--- config.mk ---
export PLATFORM = sky130hd
export DESIGN_NAME = cbus3_master
export DESIGN_NICKNAME = d
export VERILOG_FILES = /design/src/rtl/cbus3_pkg.sv /design/src/rtl/cbus3_tick.sv /design/src/rtl/cbus3_payload.sv /design/src/rtl/cbus3_seq.sv /design/src/rtl/cbus3_master.sv
export SDC_FILE = /design/constraint.sdc
export NUM_CORES = 1
export LEC_CHECK = 0
export BUFFER_PORTS_ARGS = -buffer_cell sky130_fd_sc_hd__buf_2
export CORE_ASPECT_RATIO = 1.5
export CORE_MARGIN = 1
export CORE_UTILIZATION = 59
export CTS_BUF_LIST = sky130_fd_sc_hd__clkbuf_8
export DETAILED_ROUTE_END_ITERATION = 10
export PLACE_DENSITY = 0.83
export SYNTH_ARGS = -nofsm -noshare
export SYNTH_HDL_FRONTEND = slang
export SYNTH_HIERARCHICAL = 1
export SYNTH_SLANG_ARGS = --single-unit
--- constraint.sdc ---
create_clock -name clk -period 3.5 [get_ports clk]
set_clock_uncertainty 0.1 [all_clocks]
set_input_delay 0.525 -clock clk [delete_from_list [all_inputs] [get_ports clk]]
set_output_delay 0.525 -clock clk [all_outputs]
set_load 0.02 [all_outputs]
--- src/rtl/cbus3_pkg.sv ---
package cbus3_pkg;

   typedef enum logic [2:0] {
      PH_IDLE,
      PH_START,
      PH_SETUP,
      PH_BLOW,
      PH_BHIGH,
      PH_HOLD,
      PH_HALT
   } cb_phase_e;

   function automatic int cb_max(input int a, input int b);
      return (a > b) ? a : b;
   endfunction

endpackage

--- src/rtl/cbus3_tick.sv ---
module cbus3_tick #(
   parameter int CW = 4
) (
   input  logic          clk,
   input  logic          rst_n,
   input  logic          load,
   input  logic [CW-1:0] load_val,
   output logic          expire
);
   logic [CW-1:0] cnt_q;

   always_ff @(posedge clk or negedge rst_n) begin
      if (!rst_n)
         cnt_q <= '0;
      else if (load)
         cnt_q <= load_val;
      else if (cnt_q != '0)
         cnt_q <= cnt_q - 1'b1;
   end

   assign expire = (cnt_q == '0);
endmodule

--- src/rtl/cbus3_payload.sv ---
module cbus3_payload #(
   parameter int ADDR_W  = 6,
   parameter int TYPE_W  = 2,
   parameter int PAY_MAX = 2,
   parameter int BW      = 2
) (
   input  logic                  clk,
   input  logic                  rst_n,
   input  logic                  cap,
   input  logic [ADDR_W-1:0]     addr,
   input  logic [TYPE_W-1:0]     rtype,
   input  logic [8*PAY_MAX-1:0]  wdata,
   input  logic [BW-1:0]         byte_sel,
   output logic [7:0]            tx_byte,
   input  logic                  smp,
   input  logic                  din,
   input  logic                  commit,
   input  logic [BW-1:0]         nlast,
   output logic [8*PAY_MAX-1:0]  rd_data
);
   localparam int PW = 8 * PAY_MAX;

   logic [ADDR_W-1:0] addr_q;
   logic [TYPE_W-1:0] type_q;
   logic [PW-1:0]     wd_q;
   logic [PW-1:0]     rx_q;
   logic [PW-1:0]     rd_q;
   logic [7:0]        byte_tab [PAY_MAX+1];

   always_ff @(posedge clk or negedge rst_n) begin
      if (!rst_n) begin
         addr_q <= '0;
         type_q <= '0;
         wd_q   <= '0;
      end else if (cap) begin
         addr_q <= addr;
         type_q <= rtype;
         wd_q   <= wdata;
      end
   end

   assign byte_tab[0] = {addr_q, type_q};
   genvar g;
   generate
      for (g = 0; g < PAY_MAX; g++) begin : g_pay
         assign byte_tab[g+1] = wd_q[g*8 +: 8];
      end
   endgenerate

   assign tx_byte = byte_tab[byte_sel];

   // bits arrive LSB first; shift in from the top and realign at the end
   always_ff @(posedge clk or negedge rst_n) begin
      if (!rst_n)
         rx_q <= '0;
      else if (cap)
         rx_q <= '0;
      else if (smp)
         rx_q <= {din, rx_q[PW-1:1]};
   end

   always_ff @(posedge clk or negedge rst_n) begin
      if (!rst_n)
         rd_q <= '0;
      else if (commit)
         rd_q <= rx_q >> (8 * (PAY_MAX - int'(nlast)));
   end

   assign rd_data = rd_q;
endmodule

--- src/rtl/cbus3_seq.sv ---
module cbus3_seq
   import cbus3_pkg::*;
#(
   parameter int T_LOW   = 4,
   parameter int T_HIGH  = 4,
   parameter int T_SETUP = 2,
   parameter int T_HOLD  = 2,
   parameter int T_HALT  = 6,
   parameter int CW      = 3,
   parameter int BW      = 2
) (
   input  logic          clk,
   input  logic          rst_n,
   input  logic          start,
   input  logic          is_read,
   input  logic [BW-1:0] nlast,
   input  logic          expire,
   input  logic [7:0]    tx_byte,
   output logic          load,
   output logic [CW-1:0] load_val,
   output logic [BW-1:0] byte_sel,
   output logic [BW-1:0] last_sel,
   output logic          idle,
   output logic          smp,
   output logic          commit,
   output logic          done,
   output logic          ck,
   output logic          md,
   output logic          dq,
   output logic          oe
);
   cb_phase_e phase_q, phase_d;
   logic [2:0]    bit_q;
   logic          rd_q;
   logic [BW-1:0] byte_q;
   logic [BW-1:0] last_q;

   always_comb begin
      phase_d = phase_q;
      unique case (phase_q)
         PH_IDLE:  if (start) phase_d = PH_START;
         PH_START: if (expire) phase_d = PH_SETUP;
         PH_SETUP: if (expire) phase_d = PH_BLOW;
         PH_BLOW:  if (expire) phase_d = PH_BHIGH;
         PH_BHIGH: if (expire) phase_d = (bit_q == 3'd7) ? PH_HOLD : PH_BLOW;
         PH_HOLD:
            if (expire) begin
               if (byte_q == last_q)    phase_d = PH_IDLE;
               else if (byte_q == '0)   phase_d = PH_SETUP;
               else                     phase_d = PH_HALT;
            end
         PH_HALT:  if (expire) phase_d = PH_SETUP;
         default:  phase_d = PH_IDLE;
      endcase
   end

   always_comb begin
      unique case (phase_d)
         PH_START, PH_SETUP: load_val = CW'(T_SETUP - 1);
         PH_BLOW:            load_val = CW'(T_LOW - 1);
         PH_BHIGH:           load_val = CW'(T_HIGH - 1);
         PH_HOLD:            load_val = CW'(T_HOLD - 1);
         PH_HALT:            load_val = CW'(T_HALT - 1);
         default:            load_val = '0;
      endcase
   end

   assign load   = (phase_d != phase_q);
   assign smp    = (phase_q == PH_BLOW) && expire && rd_q && (byte_q != '0);
   assign commit = (phase_q == PH_HOLD) && expire && (byte_q == last_q) && rd_q;

   always_ff @(posedge clk or negedge rst_n) begin
      if (!rst_n) begin
         phase_q <= PH_IDLE;
         bit_q   <= '0;
         byte_q  <= '0;
         last_q  <= '0;
         rd_q    <= 1'b0;
         done    <= 1'b0;
         ck      <= 1'b0;
         md      <= 1'b0;
         dq      <= 1'b0;
         oe      <= 1'b0;
      end else begin
         phase_q <= phase_d;
         done    <= 1'b0;
         unique case (phase_q)
            PH_IDLE:
               if (start) begin
                  byte_q <= '0;
                  last_q <= nlast;
                  rd_q   <= is_read;
                  {ck, md, dq, oe} <= 4'b1111;
               end
            PH_START:
               if (expire) md <= 1'b0;
            PH_SETUP:
               if (expire) begin
                  ck    <= 1'b0;
                  bit_q <= '0;
                  if (oe) dq <= tx_byte[0];
               end
            PH_BLOW:
               if (expire) ck <= 1'b1;
            PH_BHIGH:
               if (expire && bit_q != 3'd7) begin
                  ck    <= 1'b0;
                  bit_q <= bit_q + 3'd1;
                  if (oe) dq <= tx_byte[bit_q + 3'd1];
               end
            PH_HOLD:
               if (expire) begin
                  if (byte_q == last_q) begin
                     {ck, md, dq, oe} <= 4'b0000;
                     done <= 1'b1;
                  end else begin
                     byte_q <= byte_q + 1'b1;
                     md     <= 1'b1;
                     oe     <= ~rd_q;
                     if (byte_q != '0) ck <= 1'b0;
                  end
               end
            PH_HALT:
               if (expire) ck <= 1'b1;
            default: ;
         endcase
      end
   end

   assign byte_sel = byte_q;
   assign last_sel = last_q;
   assign idle     = (phase_q == PH_IDLE);
endmodule

--- src/rtl/cbus3_master.sv ---
module cbus3_master
   import cbus3_pkg::*;
#(
   parameter int ADDR_W  = 6,
   parameter int TYPE_W  = 2,
   parameter int PAY_MAX = 2,
   parameter int T_LOW   = 4,
   parameter int T_HIGH  = 4,
   parameter int T_SETUP = 2,
   parameter int T_HOLD  = 2,
   parameter int T_HALT  = 6
) (
   input  logic                          clk,
   input  logic                          rst_n,
   input  logic                          req_valid,
   output logic                          req_ready,
   input  logic                          req_read,
   input  logic [ADDR_W-1:0]             req_addr,
   input  logic [TYPE_W-1:0]             req_type,
   input  logic [$clog2(PAY_MAX+1)-1:0]  req_len,
   input  logic [8*PAY_MAX-1:0]          req_wdata,
   output logic [8*PAY_MAX-1:0]          rd_data,
   output logic                          busy,
   output logic                          done,
   output logic                          bus_clk,
   output logic                          bus_mode,
   output logic                          bus_data_out,
   output logic                          bus_data_oe,
   input  logic                          bus_data_in
);
   localparam int BW   = $clog2(PAY_MAX + 1);
   localparam int TMAX = cb_max(cb_max(T_LOW, T_HIGH),
                                cb_max(cb_max(T_SETUP, T_HOLD), T_HALT));
   localparam int CW   = (TMAX <= 2) ? 1 : $clog2(TMAX);

   generate
      if (ADDR_W + TYPE_W != 8) begin : g_bad_hdr
         $error("address and type fields must fill one byte");
      end
      if (PAY_MAX < 1) begin : g_bad_pay
         $error("PAY_MAX must be at least 1");
      end
      if (T_LOW < 1 || T_HIGH < 1 || T_SETUP < 1 || T_HOLD < 1 || T_HALT < 1) begin : g_bad_time
         $error("every timing period must be at least one cycle");
      end
   endgenerate

   logic          idle, start, expire, load, smp, commit;
   logic [CW-1:0] load_val;
   logic [BW-1:0] byte_sel, last_sel, len_c;
   logic [7:0]    tx_byte;

   always_comb begin
      if (req_len == '0)                  len_c = BW'(1);
      else if (int'(req_len) > PAY_MAX)   len_c = BW'(PAY_MAX);
      else                                len_c = req_len;
   end

   assign start     = req_valid && idle;
   assign req_ready = idle;
   assign busy      = ~idle;

   cbus3_tick #(.CW(CW)) u_tick (
      .clk(clk), .rst_n(rst_n), .load(load), .load_val(load_val), .expire(expire)
   );

   cbus3_payload #(
      .ADDR_W(ADDR_W), .TYPE_W(TYPE_W), .PAY_MAX(PAY_MAX), .BW(BW)
   ) u_payload (
      .clk(clk), .rst_n(rst_n), .cap(start), .addr(req_addr), .rtype(req_type),
      .wdata(req_wdata), .byte_sel(byte_sel), .tx_byte(tx_byte), .smp(smp),
      .din(bus_data_in), .commit(commit), .nlast(last_sel), .rd_data(rd_data)
   );

   cbus3_seq #(
      .T_LOW(T_LOW), .T_HIGH(T_HIGH), .T_SETUP(T_SETUP), .T_HOLD(T_HOLD),
      .T_HALT(T_HALT), .CW(CW), .BW(BW)
   ) u_seq (
      .clk(clk), .rst_n(rst_n), .start(start), .is_read(req_read), .nlast(len_c),
      .expire(expire), .tx_byte(tx_byte), .load(load), .load_val(load_val),
      .byte_sel(byte_sel), .last_sel(last_sel), .idle(idle), .smp(smp),
      .commit(commit), .done(done), .ck(bus_clk), .md(bus_mode),
      .dq(bus_data_out), .oe(bus_data_oe)
   );
endmodule

==> results of run 1 <==
-- layer usage --
metal	wire length [um]	global-route usage, %
met1	3250	29.5
met2	3960	40.3
met3	255	5.63
met4	163	11.9
met5	0	0
-- report_power, final --
| group | total (W) | switching [W] | internal (W) |
|---|---|---|---|
| Clock | 0.000622 | 0.000302 | 0.000320 |
| Combinational | 0.00137 | 0.000687 | 0.000688 |
| Sequential | 0.00150 | 0.000331 | 0.00117 |
| Total | 0.00350 | 0.00132 | 0.00218 |
-- kinds of logic after synthesis --
group | count (synthesis) | synth area share, %
compound gates | 58 | 10.4
xor+xnor | 2 | 0.646
fa+ha+maj | 6 | 1.94
buf+inv | 51 | 7.62
flops | 75 | 48.4
mux | 65 | 18.4
simple gates | 82 | 12.5
-- worst reg2reg max path: stages, from the launching register on --
cell and delay, ps:
dfrtp_1 590, or2_2 400, nor2_1 140, and2_1 180
buf_4 430, nor3_1 90, o21ai_0 160, o21ai_0 200
mux2i_1 180, nor2b_1 60, a311oi_1 230
-- metrics by stage --
stage	hold WS [ps]	setup slack, ps	utilization, %	instance area, sq um	total power (W)
floorplan	129	657	-	3870	0.00263
detailed placement	395	686	65.4	4090	0.00287
CTS	156	668	68.3	4280	0.00352
global placement	387	782	65.4	4090	0.00280
global route	192	405	68.3	4280	0.00374
finish	154	647	68.3	4280	0.00350
-- sequential cells by signal, summed over array words and instances (netlist names) --
name / flops
u_payload/rd_data: 16
u_payload/rx_q: 16
u_payload/wd_q: 16
u_payload/addr_q: 6
u_seq/bit_q: 3
u_seq/phase_q: 3
u_tick/cnt_q: 3
u_payload/type_q: 2
u_seq/byte_sel: 2
u_seq/last_sel: 2
u_seq/ck: 1
u_seq/done: 1
u_seq/dq: 1
u_seq/md: 1
u_seq/oe: 1
u_seq/rd_q: 1
-- final cells by class --
type                    count  area (sq um)  share of cell area, %
repair buffers             58           305                   7.14
multi-input cells         213          1710                   39.9
clock inverters             6          57.6                   1.35
inverters                  30           113                   2.63
well taps                  74          92.6                   2.17
clock buffers               9           124                   2.90
flip-flops and latches     75          1880                   43.9
-- layout by cell type, fill, tap and decap left out, drive strengths merged, types with 2 or more instances in the layout --
cell type  count
nand2b         8
clkbuf         9
o22ai         19
nand3          2
and2b          2
mux2i         35
mux2          28
o2bb2ai        8
dfrtp         75
nor2b          4
nand3b         4
inv           30
a21oi          8
nor3           3
o21ai         10
a22oi          2
clkinv         4
nand2         18
ha             6
mux4           2
xor2           2
nor4b          3
or2            2
o31ai          2
and2           2
buf           58
nor2          27
nor3b          3
-- worst paths after layout --
path	startpoint	endpoint	slack, ps	cells past startpoint
min	rst_n	u_payload/wd_q[10]	150	1
max	u_seq/phase_q[1]	u_tick/cnt_q[1]	650	10
max in group asynchronous	rst_n	u_seq/oe	2350	2
max reg2reg	u_seq/phase_q[1]	u_tick/cnt_q[1]	650	10
min in group clk	req_type[0]	u_payload/type_q[0]	310	2
min reg2reg	u_payload/wd_q[12]	u_payload/wd_q[12]	410	1
==> out/qor.csv, run 1 <==
metric,value,unit
maxCapViolCount,0,
crit_arrival,3000,ps
syn_inst,339,
finalSetupViolCount,0,
min_path_type,primary input to asynchronous set/reset pin,
async_reset_ff_share,100,%
ys_seq_elements,75,
max_freq,0.350,GHz
cts_hold_buf,0,
crit_family,simple AND/OR/NAND/NOR gates,
synth_common_cells,"dfrtp_1, mux2i_1, inv_1, mux2_2, nor2_1",
drv_slew,0,
drt_iter0_markers,215,
tightestPinTransition,762,ps
antenna_found_initial,0,
cts-resized-gates,0,
end_kind,flop,
syn2layout_area_growth,10.4,%
finalNetCount,424,
cp_cell_sequence,"or2_2, nor2_1, and2_1, buf_4, nor3_1, o21ai_0, o21ai_0, mux2i_1, nor2b_1, a311oi_1",
layoutNonFillerInstCount,465,
vias,2670,
clock_path_buffers,2,
cp-start-kind,flop,
status,completed,
viasPerCell,5.74,
yosys-top-cells-area,"dfrtp_1, mux2i_1, mux2_2, o22ai_1, inv_1",
cts_setup_buffers,0,
cts.sinks,75,
seq_area_frac_synth,48.4,%
clockRootBuffer,clkbuf_8,
yosysMostFrequentCell,dfrtp_1,
leakage,1.95,nW
cts_max_level,3,
period_share,81.5,%
synth_area,3870,sq um
placed_cells,450,
fp.dieW,68.2,um
grt_pass1_vias,2747,
crit_buf_inv,1,
hold_violations,0,
finalCriticalPeriod,2850,ps
grt_use_total,24.5,%
avgSynthCellArea,11.4,sq um
post_drt_wl_per_cell,16.4,um
wl,7620,um
grt_max_degree,43,
ios,54,
drive_gt1_share,29.7,%
ys.flop_type,dfrtp_1,
place.gp.congestion,0.799,
rsz0062_at_grt,false,
crit_required,3640,ps
firstDrtPassIters,4,
relSlewSlack,49.2,%
synth-edff-count,0,
criticalPathCategory,flop to flop,
initial_core_util,61.9,%
ir_drop,0.367,mV
grt_pass1_wl,12600,um
die_h,101,um
ys_warn_count,6,
ys_types,54,
path_clk_slew,80,ps
setup_tns,0,ps
syn-num-nets,376,
clock_latency,340,ps
critPathMostFrequentCell,o21ai_0,
yosys.area.top_type,dfrtp_1,
port_buffers,52,
crit_fanout,42,
synth_top_area_share,48.4,%
core-area,6260,sq um
cts_tree,done,
grt-ovfl-total,0,
slowest_delay,590,ps
die_area,6900,sq um
insertedDiodeCount,0,
drc,0,
rows,35,
dp_hpwl,5260,um
n_fill_cell,474,
power_density,818,nW/um^2
antenna_left,0,
crit_slowest_cell,dfrtp_1,
cts_buffers,9,
No activity file was read; power rests on OpenSTA's default activity.
==> run 2, diff against run 1 <==
ABC_AREA = 1   (was unset)
CORE_UTILIZATION = 54   (was 59)
PLACE_DENSITY = 0.8   (was 0.83)
clock period = 2.3 ns   (was 3.5 ns; I/O delays follow)
==> out/qor.csv, run 2 <==
metric,value,unit
startpoint,u_tick/cnt_q[1],
leakage,2.44,nW
syn_inst,519,
critPathMostFrequentCell,inv_1,
met2_length,4610,um
cts.sinks,75,
viasPerCell,5.17,
ys_seq_elements,75,
fp.dieW,71.6,um
post_drt_wl_per_cell,12.8,um
yosys.area.top_type,dfrtp_1,
pwr-share-comb,2.7,%
intPower,0.00187,W
seq_power_share,55.3,%
clockRootBuffer,clkbuf_8,
insertedDiodeCount,0,
synth_fa_ha_area_share,1.91,%
max_freq,0.466,GHz
final_area,4530,sq um
cts_tree,done,
p_switching,0.000530,W
antenna_left,0,
top_layer,met4,
mostFrequentLayoutCell,nand2_1,
end_kind,flop,
grt_max_degree,57,
syn2layout_area_growth,15.3,%
period_share,93.3,%
final_cell_mix,"nand2_1, dfrtp_1, buf_2",
setup_tns,0,ps
finalCriticalPeriod,2150,ps
finalSetupViolCount,0,
synth_area,3930,sq um
tightestPinTransition,632,ps
grt_pass1_vias,3356,
avgSynthCellArea,7.56,sq um
holdCritStartpoint,req_wdata[9],
placed_cells,648,
muxShareOfSynthArea,0,%
crit_arrival,2280,ps
vias,3446,
core-area,6940,sq um
async_reset_ff_share,100,%
cp-start-kind,flop,
synthXorXnorAreaFrac,0,%
port_buffers,52,
initial_core_util,56.5,%
wirelength_met1,3400,um
grt_use_total,24.2,%
rows,37,
layoutNonFillerInstCount,666,
ios,54,
crit_fanout,16,
r2r_start,u_tick/cnt_q[1],
hold_violations,0,
antenna_found_initial,0,
seq_area_frac_synth,47.8,%
dr_wl_met3,213,um
drt_iter0_markers,225,
cp_cell_sequence,"inv_2, ha_4, inv_1, nor2_4, buf_4, nand3_1, nor3_1, inv_1, nand2_1, o21ai_1",
die_area,7620,sq um
cts_max_level,3,
die_h,106,um
ir_drop,0.469,mV
dp_hpwl,6290,um
clock_path_buffers,2,
synth_top_area_share,47.8,%
slowest_delay,400,ps
pwr-share-clk,41.9,%
synth-edff-count,0,
crit_buf_inv,4,
min_path_type,primary input to flop,
crit_slowest_cell,dfrtp_1,
finalNetCount,620,
syn-num-nets,556,
synth-compound-area-share,10.1,%
drive_gt1_share,20.1,%
firstDrtPassIters,4,
yosys.area_share.simple,31.0,%
status,completed,
dpl_cell_area,4280,sq um
place.gp.congestion,0.945,
criticalPathCategory,flop to flop,
ys_warn_count,6,
drv_slew,0,
yosysMostFrequentCell,nand2_1,
synth_common_cells,"nand2_1, dfrtp_1, inv_1, o21ai_0, nor2_1",
path_clk_slew,80,ps
clock_latency,350,ps
sw_frac_of_total,22.1,%
ys_types,30,
power_density,531,nW/um^2
yosys-top-cells-area,"dfrtp_1, nand2_1, o21ai_0, inv_1, a21oi_1",
synth_top_family_by_area,simple AND/OR/NAND/NOR gates,
maxCapViolCount,0,
crit_required,2440,ps
crit_family,simple AND/OR/NAND/NOR gates,
wl,8500,um
grt_pass1_wl,14300,um
ys.flop_type,dfrtp_1,
cts_buffers,9,
grt-ovfl-total,0,
relSlewSlack,57.9,%
drc,0,
run 2: metal layers:
layer / vias up / track usage (%)
met2: 76 / 44.1
met5: - / 0
li1: 1746 / -
met4: 0 / 16.4
met3: 17 / 2.94
met1: 1607 / 25.2
run 2: area by class of cell:
class | instances | area (sq um)
Fill cell | 627 | 2420
Sequential cell | 75 | 1880
Multi-Input combinational cell | 372 | 1730
Timing Repair Buffer | 69 | 403
Inverter | 56 | 223
Clock buffer | 10 | 138
Tap cell | 78 | 97.6
Clock inverter | 6 | 57.6
run 2: worst min-delay path: cells and delay by family:
family / cells / cell delay, ps
buf+inv: 1 / 70
simple gates: 2 / 90
run 2: worst paths after layout:
path,slack (ps),endpoint,cells after the start
setup / recovery,150,u_payload/rd_data[13],10
setup reg to reg,150,u_payload/rd_data[13],10
hold reg to reg,380,u_payload/rd_data[6],2
hold / removal,90,u_payload/wd_q[9],3
min in group asynchronous,450,u_payload/rd_data[2],2
max in group asynchronous,990,u_payload/rx_q[0],3
run 2: cells by family (layout without fill, tap and decap cells):
| group | after synthesis | after routing |
|---|---|---|
| AND/OR/NAND/NOR | 292 | 292 |
| flip-flops | 75 | 75 |
| AO/OA/AOI/OAI | 74 | 74 |
| buffers and inverters | 72 | 141 |
| adder cells (fa/ha/maj) | 6 | 6 |
run 2: timing repair:
| action | in CTS | in global routing |
|---|---|---|
| cloned | 0 | 0 |
| hold buffers | 1 | 0 |
| pin swaps | 0 | 4 |
| gates resized for setup | 1 | 9 |
| endpoints found under the hold margin | 26 | 0 |
| endpoints found under the setup margin | 1 | 19 |
| buffers inserted | 0 | 1 |
run 2: power groups by stage:
stage	Clock, W	Combinational (W)	Sequential (W)
after floorplan	0	0.0000103	0.00135
after CTS	0.00102	0.0000684	0.00133
final	0.00101	0.0000659	0.00133
after detailed placement	0	0.0000669	0.00135
after global routing	0.00108	0.0000757	0.00133
after global placement	0	0.0000653	0.00135
run 2: stage by stage:
stage | hold slack [ps] | setup WS, ps | power [W] | util (%)
2_1_floorplan | -50.6 | 125 | 0.00136 | -
3_3_place_gp | 297 | 70.4 | 0.00142 | 61.6
3_5_place_dp | 301 | -24.7 | 0.00142 | 61.6
4_1_cts | 76.2 | 39.8 | 0.00242 | 64.6
5_1_grt | 100 | -19.4 | 0.00248 | 65.2
6_report | 88.7 | 155 | 0.00240 | 65.2
